`src/rtl/pkt_burst_gen.sv`:
```
module pkt_burst_gen #(
  parameter int CNT_W = 16,
  parameter int LEN_W = 16
) (
  input  logic             clk,
  input  logic             rst_n,
  input  logic             start,
  input  logic [CNT_W-1:0] cfg_pkt_count,
  input  logic [LEN_W-1:0] cfg_len,
  input  logic [11:0]      cfg_seq,
  input  logic [31:0]      cfg_sid,
  input  logic [63:0]      cfg_time,
  input  logic             cfg_use_time,
  input  logic             cfg_seed_mode,
  input  logic [15:0]      cfg_seed,
  output logic             busy,
  output logic             done,
  output logic [63:0]      m_tdata,
  output logic             m_tvalid,
  input  logic             m_tready,
  output logic             m_tlast
);

  typedef enum logic [1:0] {S_IDLE, S_HDR, S_TIME, S_PAY} state_t;

  state_t           state;
  logic [CNT_W-1:0] pkts_left;
  logic [LEN_W-1:0] len_q, beats_left;
  logic [11:0]      seq_q;
  logic [31:0]      sid_q, samp_q, ramp_q;
  logic [63:0]      time_q;
  logic             use_time_q, mode_q, first_q, done_q;
  logic [15:0]      seed_q;

  wire fire     = m_tvalid & m_tready;
  wire has_time = first_q & use_time_q;
  wire eob      = (pkts_left == CNT_W'(1));
  wire last_pay = (beats_left == LEN_W'(1));

  logic [LEN_W:0] half_up;
  assign half_up = ({1'b0, len_q} + {{LEN_W{1'b0}}, 1'b1}) >> 1;

  logic [15:0] len_field;
  assign len_field = 16'(len_q) + (has_time ? 16'd4 : 16'd2);

  logic [31:0] samp_next;
  assign samp_next = samp_q + 32'd1;

  always_comb begin
    case (state)
      S_HDR:   m_tdata = {2'b00, has_time, eob, seq_q, len_field, sid_q};
      S_TIME:  m_tdata = time_q;
      S_PAY:   m_tdata = {samp_q, samp_next};
      default: m_tdata = '0;
    endcase
  end

  assign m_tvalid = (state != S_IDLE);
  assign m_tlast  = (state == S_PAY) & last_pay;
  assign busy     = (state != S_IDLE);
  assign done     = done_q;

  always_ff @(posedge clk) begin
    if (!rst_n) begin
      state      <= S_IDLE;
      pkts_left  <= '0;
      len_q      <= '0;
      beats_left <= '0;
      seq_q      <= '0;
      sid_q      <= '0;
      samp_q     <= '0;
      ramp_q     <= '0;
      time_q     <= '0;
      use_time_q <= 1'b0;
      mode_q     <= 1'b0;
      first_q    <= 1'b0;
      seed_q     <= '0;
      done_q     <= 1'b0;
    end else begin
      done_q <= 1'b0;
      case (state)
        S_IDLE: begin
          if (start && cfg_pkt_count != '0 && cfg_len != '0) begin
            state      <= S_HDR;
            pkts_left  <= cfg_pkt_count;
            len_q      <= cfg_len;
            seq_q      <= cfg_seq;
            sid_q      <= cfg_sid;
            time_q     <= cfg_time;
            use_time_q <= cfg_use_time;
            mode_q     <= cfg_seed_mode;
            seed_q     <= cfg_seed;
            ramp_q     <= '0;
            first_q    <= 1'b1;
          end
        end
        S_HDR: begin
          if (fire) begin
            state      <= has_time ? S_TIME : S_PAY;
            beats_left <= half_up[LEN_W-1:0];
            samp_q     <= mode_q ? {4'b0, seq_q, seed_q} : ramp_q;
          end
        end
        S_TIME: begin
          if (fire) state <= S_PAY;
        end
        S_PAY: begin
          if (fire) begin
            if (last_pay) begin
              ramp_q    <= ramp_q + 32'(len_q);
              seq_q     <= seq_q + 12'd1;
              pkts_left <= pkts_left - CNT_W'(1);
              first_q   <= 1'b0;
              if (eob) begin
                state  <= S_IDLE;
                done_q <= 1'b1;
              end else begin
                state <= S_HDR;
              end
            end else begin
              beats_left <= beats_left - LEN_W'(1);
              samp_q     <= samp_q + 32'd2;
            end
          end
        end
        default: state <= S_IDLE;
      endcase
    end
  end

endmodule

```
`config.mk`:
```
export PLATFORM = sky130hd
export DESIGN_NAME = pkt_burst_gen
export DESIGN_NICKNAME = d
export VERILOG_FILES = /design/src/rtl/pkt_burst_gen.sv
export SDC_FILE = /design/constraint.sdc
export NUM_CORES = 1
export LEC_CHECK = 0
export ABC_AREA = 1
export ABC_CLOCK_PERIOD_IN_PS = 2000
export BUFFER_PORTS_ARGS = -buffer_cell sky130_fd_sc_hd__buf_2
export CAP_MARGIN = 25
export CORE_MARGIN = 3
export CORE_UTILIZATION = 55
export CTS_CLUSTER_SIZE = 30
export DETAILED_ROUTE_END_ITERATION = 10
export PLACE_DENSITY_LB_ADDON = 0.3
export SLEW_MARGIN = 20
export SYNTH_ARGS = -nofsm -noshare
export SYNTH_HDL_FRONTEND = slang
export SYNTH_SLANG_ARGS = --single-unit
```
`constraint.sdc`:
```
create_clock -name clk -period 2 [get_ports clk]
set_input_delay 0.2 -clock clk [delete_from_list [all_inputs] [get_ports clk]]
set_output_delay 0.2 -clock clk [all_outputs]
set_load 0.1 [all_outputs]
```
==> results of run 1 <==
synthesized netlist by cell type (7+ instances only):
cell type	instances	area [um2]
xor2_1	20	175
buf_1	15	56.3
nor3_1	22	110
a21oi_1	163	816
buf_6	10	113
o21ai_0	273	1370
clkbuf_1	78	293
a31oi_1	36	225
nand4_1	20	125
inv_1	266	998
a22o_1	12	105
or2_2	18	113
ha_1	31	388
buf_2	17	85.1
nor2_2	10	62.6
nor2_1	453	1700
xnor2_1	10	87.6
buf_4	7	52.6
o211ai_1	26	195
nand3_1	155	776
dfxtp_1	242	4840
nand2_1	583	2190
routing by layer:
metal | GRT overflow | track usage (%)
met1 | 22 | 86.6
met2 | 2016 | 130
met3 | 27 | 74.1
met4 | 440 | 107
met5 | 3 | 36.2
logic make-up after synthesis:
| logic type | share of synthesized area, % |
|---|---|
| and+or+nand+nor | 34.3 |
| xor gates and xnor gates | 1.71 |
| AOI/OAI and AO/OA | 19.1 |
| adders and majority gates | 2.78 |
| DFF | 31.5 |
| buffers and inverters | 10.6 |
per-stage QoR:
step	std cells	TNS, ns	cell area [um2]
2_1_floorplan	2534	-1.88	16300
3_3_place_gp	3221	-0.614	20000
3_5_place_dp	3221	-2.59	20000
4_1_cts	3473	-27.29	24200
timing repair:
item | in CTS
hold buffers | 126
gates resized for setup | 273
hold endpoints to repair | 126
endpoints found under the setup margin | 110
buffers inserted | 63
pin swaps | 111
gates cloned | 17
==> flow_summary_export.csv, run 1 <==
group,metric,value,unit
status,status,"did not finish",
status,lastStage,"5_1_grt",
status,stop_error,"[ERROR GRT-0232] Routing congestion too high. Check the congestion heatmap in the GUI.",
floorplanning,die_w,173,um
synthesis,ys_seq_area_share,31.5,%
global_routing,grt_max_degree,72,
synthesis,synthCells,2534,
synthesis,synthesis.nets,2729,
cts,cts_buffers,28,
global_routing,track_usage,97.4,%
cts,cts_max_level,1,
floorplanning,pin_count,230,
synthesis,synthArstFlopShare,0,%
floorplanning,initial_utilization,56.5,%
placed_design,preCtsSetupSlack,-0.162,ns
synthesis,synth_edf_count,0,
floorplanning,num_rows,60,
synthesis,avgSynthCellArea,6.08,um2
placed_design,hpwlAfterDp,45.4,mm
synthesis,yosys_register_bits,242,
cts,numClockSinks,242,
synthesis,synth_flop_cell,"dfxtp_1",
placed_design,port_buffers,229,
synthesis,yosys_warnings,0,
cts,cts.path.max_buffers,3,
floorplanning,die_y,173,um
synthesis,synth.distinct_cells,51,
global_routing,overflow,2508,
cts,root_buffer,"clkbuf_16",
synthesis,syn-cell-area,15400,um2
placed_design,gp_congestion,1.03,
==> run 2: changes to the inputs <==
- CORE_UTILIZATION: 55 -> 40
- CTS_CLUSTER_SIZE: 30 -> default
- PLACE_DENSITY_LB_ADDON: 0.3 -> 0.15
==> flow_summary_export.csv, run 2 <==
group,metric,value,unit
floorplanning,pin_count,230,
synthesis,synthAdderAreaFrac,2.78,%
synthesis,yosys_register_bits,242,
route,wire_per_inst,22.3,um
layout,mostFrequentLayoutCell,"nand2_1",
status,violations,"negative setup slack",
synthesis,ys_seq_area_share,31.5,%
synthesis,yosysMostFrequentCell,"nand2_1",
critical_path,crit_slowest_cell,"dfxtp_2",
sta,whs,0.0161,ns
floorplanning,die_w,202,um
sta,drv_slew,0,
synthesis,synthesis.nets,2729,
power_and_ir_drop,vdd_ir_drop_max,758,uV
critical_path,crit_path_start,"use_time_q$_SDFFE_PN0P_",
synthesis,synth_edf_count,0,
synthesis,muxShareOfSynthArea,0,%
layout,layout.nets,3451,
critical_path,critPathKind,"reg2out",
placed_design,gp_congestion,0.968,
synthesis,syn-cell-area,15400,um2
global_routing,grt_antenna_before_repair,1,
floorplanning,die_y,202,um
sta,slew_headroom,54.0,%
route,firstDrtPassIters,6,
critical_path,slowest_delay,0.36,ns
route,route.vias.total,21300,
synthesis,synth_compound_area_share,19.1,%
critical_path,cp_top_family,"adder cells",
min_path,min_path_type,"in2reg",
layout,mostFrequentLayoutCells,"452 x nand2_1, 310 x nor2_1, 265 x buf_4",
layout,finalInstanceArea,29000,um2
synthesis,yosys_warnings,0,
synthesis,synth.distinct_cells,51,
synthesis,synth_top_area_share,31.5,%
sta,tightest_slew,0.690,ns
route,viasPerCell,5.63,
synthesis,netlist_top_cells_count,"583 x nand2_1, 453 x nor2_1, 273 x o21ai_0",
layout,syn2layout_area_growth,88.2,%
power_and_ir_drop,power_density,1150,nW/um2
synthesis,synthCells,2534,
route,drt_iter0_markers,2048,
cts,cts_buffers,29,
cts,numClockSinks,242,
synthesis,synth.area.top_cells,"dfxtp_1 31%, nand2_1 14%, nor2_1 11%",
critical_path,end_kind,"output pin",
sta,fin_skew,0.0153,ns
layout,regMostFlops,"time_q",
cts,clkSlewWorstSetupHoldPaths,0.06,ns
flow_run,drv_cap,0,
placed_design,port_buffers,229,
route,ant_nets,0,
critical_path,arrival,2.53,ns
synthesis,synth-xor-area-share,1.71,%
layout,largest_reg_flops,64,
sta,period_share,136,%
sta,fin_ws,-0.725,ns
critical_path,r2r-start,"state[0]$_SDFFE_PN0P_",
cts,cts_max_level,1,
cts,root_buffer,"clkbuf_16",
critical_path,worstSetupStartpointType,"flip-flop",
synthesis,synth_top_family_by_area,"simple AND/OR/NAND/NOR gates",
min_path,min_from,"cfg_seq[10]",
global_routing,grt_max_degree,128,
critical_path,worstPathMaxFanout,3,
critical_path,r2r_slack,-0.22,ns
layout,drive_above_1_share,42.5,%
sta,totalNegativeSetupSlack,-58.85,ns
floorplanning,core,37800,um2
floorplanning,num_rows,71,
synthesis,yosys.area_share.simple,34.3,%
route,drc_errors,0,
synthesis,synth_top_area_cell,"dfxtp_1",
sta,hold_viol,0,
global_routing,track_usage,33.0,%
status,status,"finished, violations left",
global_routing,grt_pass1_vias,19100,
power_and_ir_drop,p_leak,12.4,nW
synthesis,synthArstFlopShare,0,%
cts,cts.path.max_buffers,3,
critical_path,worstPathBufferInverterCount,4,
sta,rsz0062_at_grt,"yes",
placed_design,hpwlAfterDp,49.5,mm
sta,timing.fmax,0.367,GHz
placed_design,place_area,20700,um2
floorplanning,initial_utilization,40.7,%
global_routing,grt_pass1_wl,107,mm
sta,fin_crit,2.73,ns
cts,cts_tree,"done",
layout,insertedDiodeCount,0,
synthesis,synth_flop_cell,"dfxtp_1",
synthesis,avgSynthCellArea,6.08,um2
cts,insertion_delay,0.58,ns
route,drt_wl_total,84.3,mm
global_routing,overflow,0,
sta,final-setup-viol-count,276,
floorplanning,die_area,40900,um2
critical_path,cp_cell_sequence,"nand2_4, ha_4, fa_2, inv_2, nor2_4, inv_2, nor2_4, inv_2, nor2_4, nand2_1, nand3_4, a31oi_4, buf_12",
critical_path,required,1.80,ns
[run 2: power by group]
part,switching [mW],internal [mW]
sequential,1.18,6.03
clock,2.35,3.44
combinational,11.7,8.72
total,15.2,18.2
[run 2: worst min-delay path: cells and delay by family]
| kind | cells | cell delay, ns |
|---|---|---|
| compound gates | 1 | 0.06 |
| simple gates | 3 | 0.18 |
| buf+inv | 1 | 0.10 |
[run 2: timing repair]
item,CTS,global route
pin swaps,140,186
setup buffers,63,82
endpoints found under the hold margin,133,4
gates resized for setup,363,672
hold buffers,133,4
cloned,15,43
setup endpoints to repair,76,276
[run 2: area by class of cell]
| cell class | instances | area, um2 |
|---|---|---|
| inverters | 273 | 1260 |
| fillers | 2608 | 8860 |
| flip-flops and latches | 242 | 4910 |
| multi-input cells | 1891 | 12300 |
| repair buffers | 817 | 8840 |
| clock buffers | 38 | 840 |
| well taps | 511 | 639 |
| repair inverters | 2 | 32.5 |
| clock inverters | 13 | 178 |
[run 2: cell families after synthesis]
logic type | Yosys count
DFF | 242
adders and majority gates | 33
xor gates and xnor gates | 30
and+or+nand+nor | 1285
buffers and inverters | 402
AOI/OAI and AO/OA | 542
[run 2: through the flow]
step	total power, mW	setup WS (ns)	util, %	cells
after floorplan	14.5	-0.206	-	2534
after global placement	19.4	-0.183	54.8	3416
after detailed placement	19.5	-0.189	54.8	3416
after CTS	27.9	-0.687	66.8	3675
after global routing	34.5	-0.796	76.6	3787
final	33.4	-0.725	76.6	3787
[run 2: final timing paths]
kind	end	cells past startpoint
setup / recovery	m_tdata[47]	13
hold / removal	seq_q[10]$_SDFFE_PN0P_	5
setup reg to reg	sid_q[1]$_SDFFE_PN0P_	14
hold reg to reg	seed_q[3]$_SDFFE_PN0P_	2
[run 2: layer usage]
layer,GRT usage (%),share of wire [%]
met1,41.5,37
met2,57.2,46
met3,3.95,8.7
met4,13.8,7.5
met5,0,0
No activity file was read; power rests on OpenSTA's default activity.
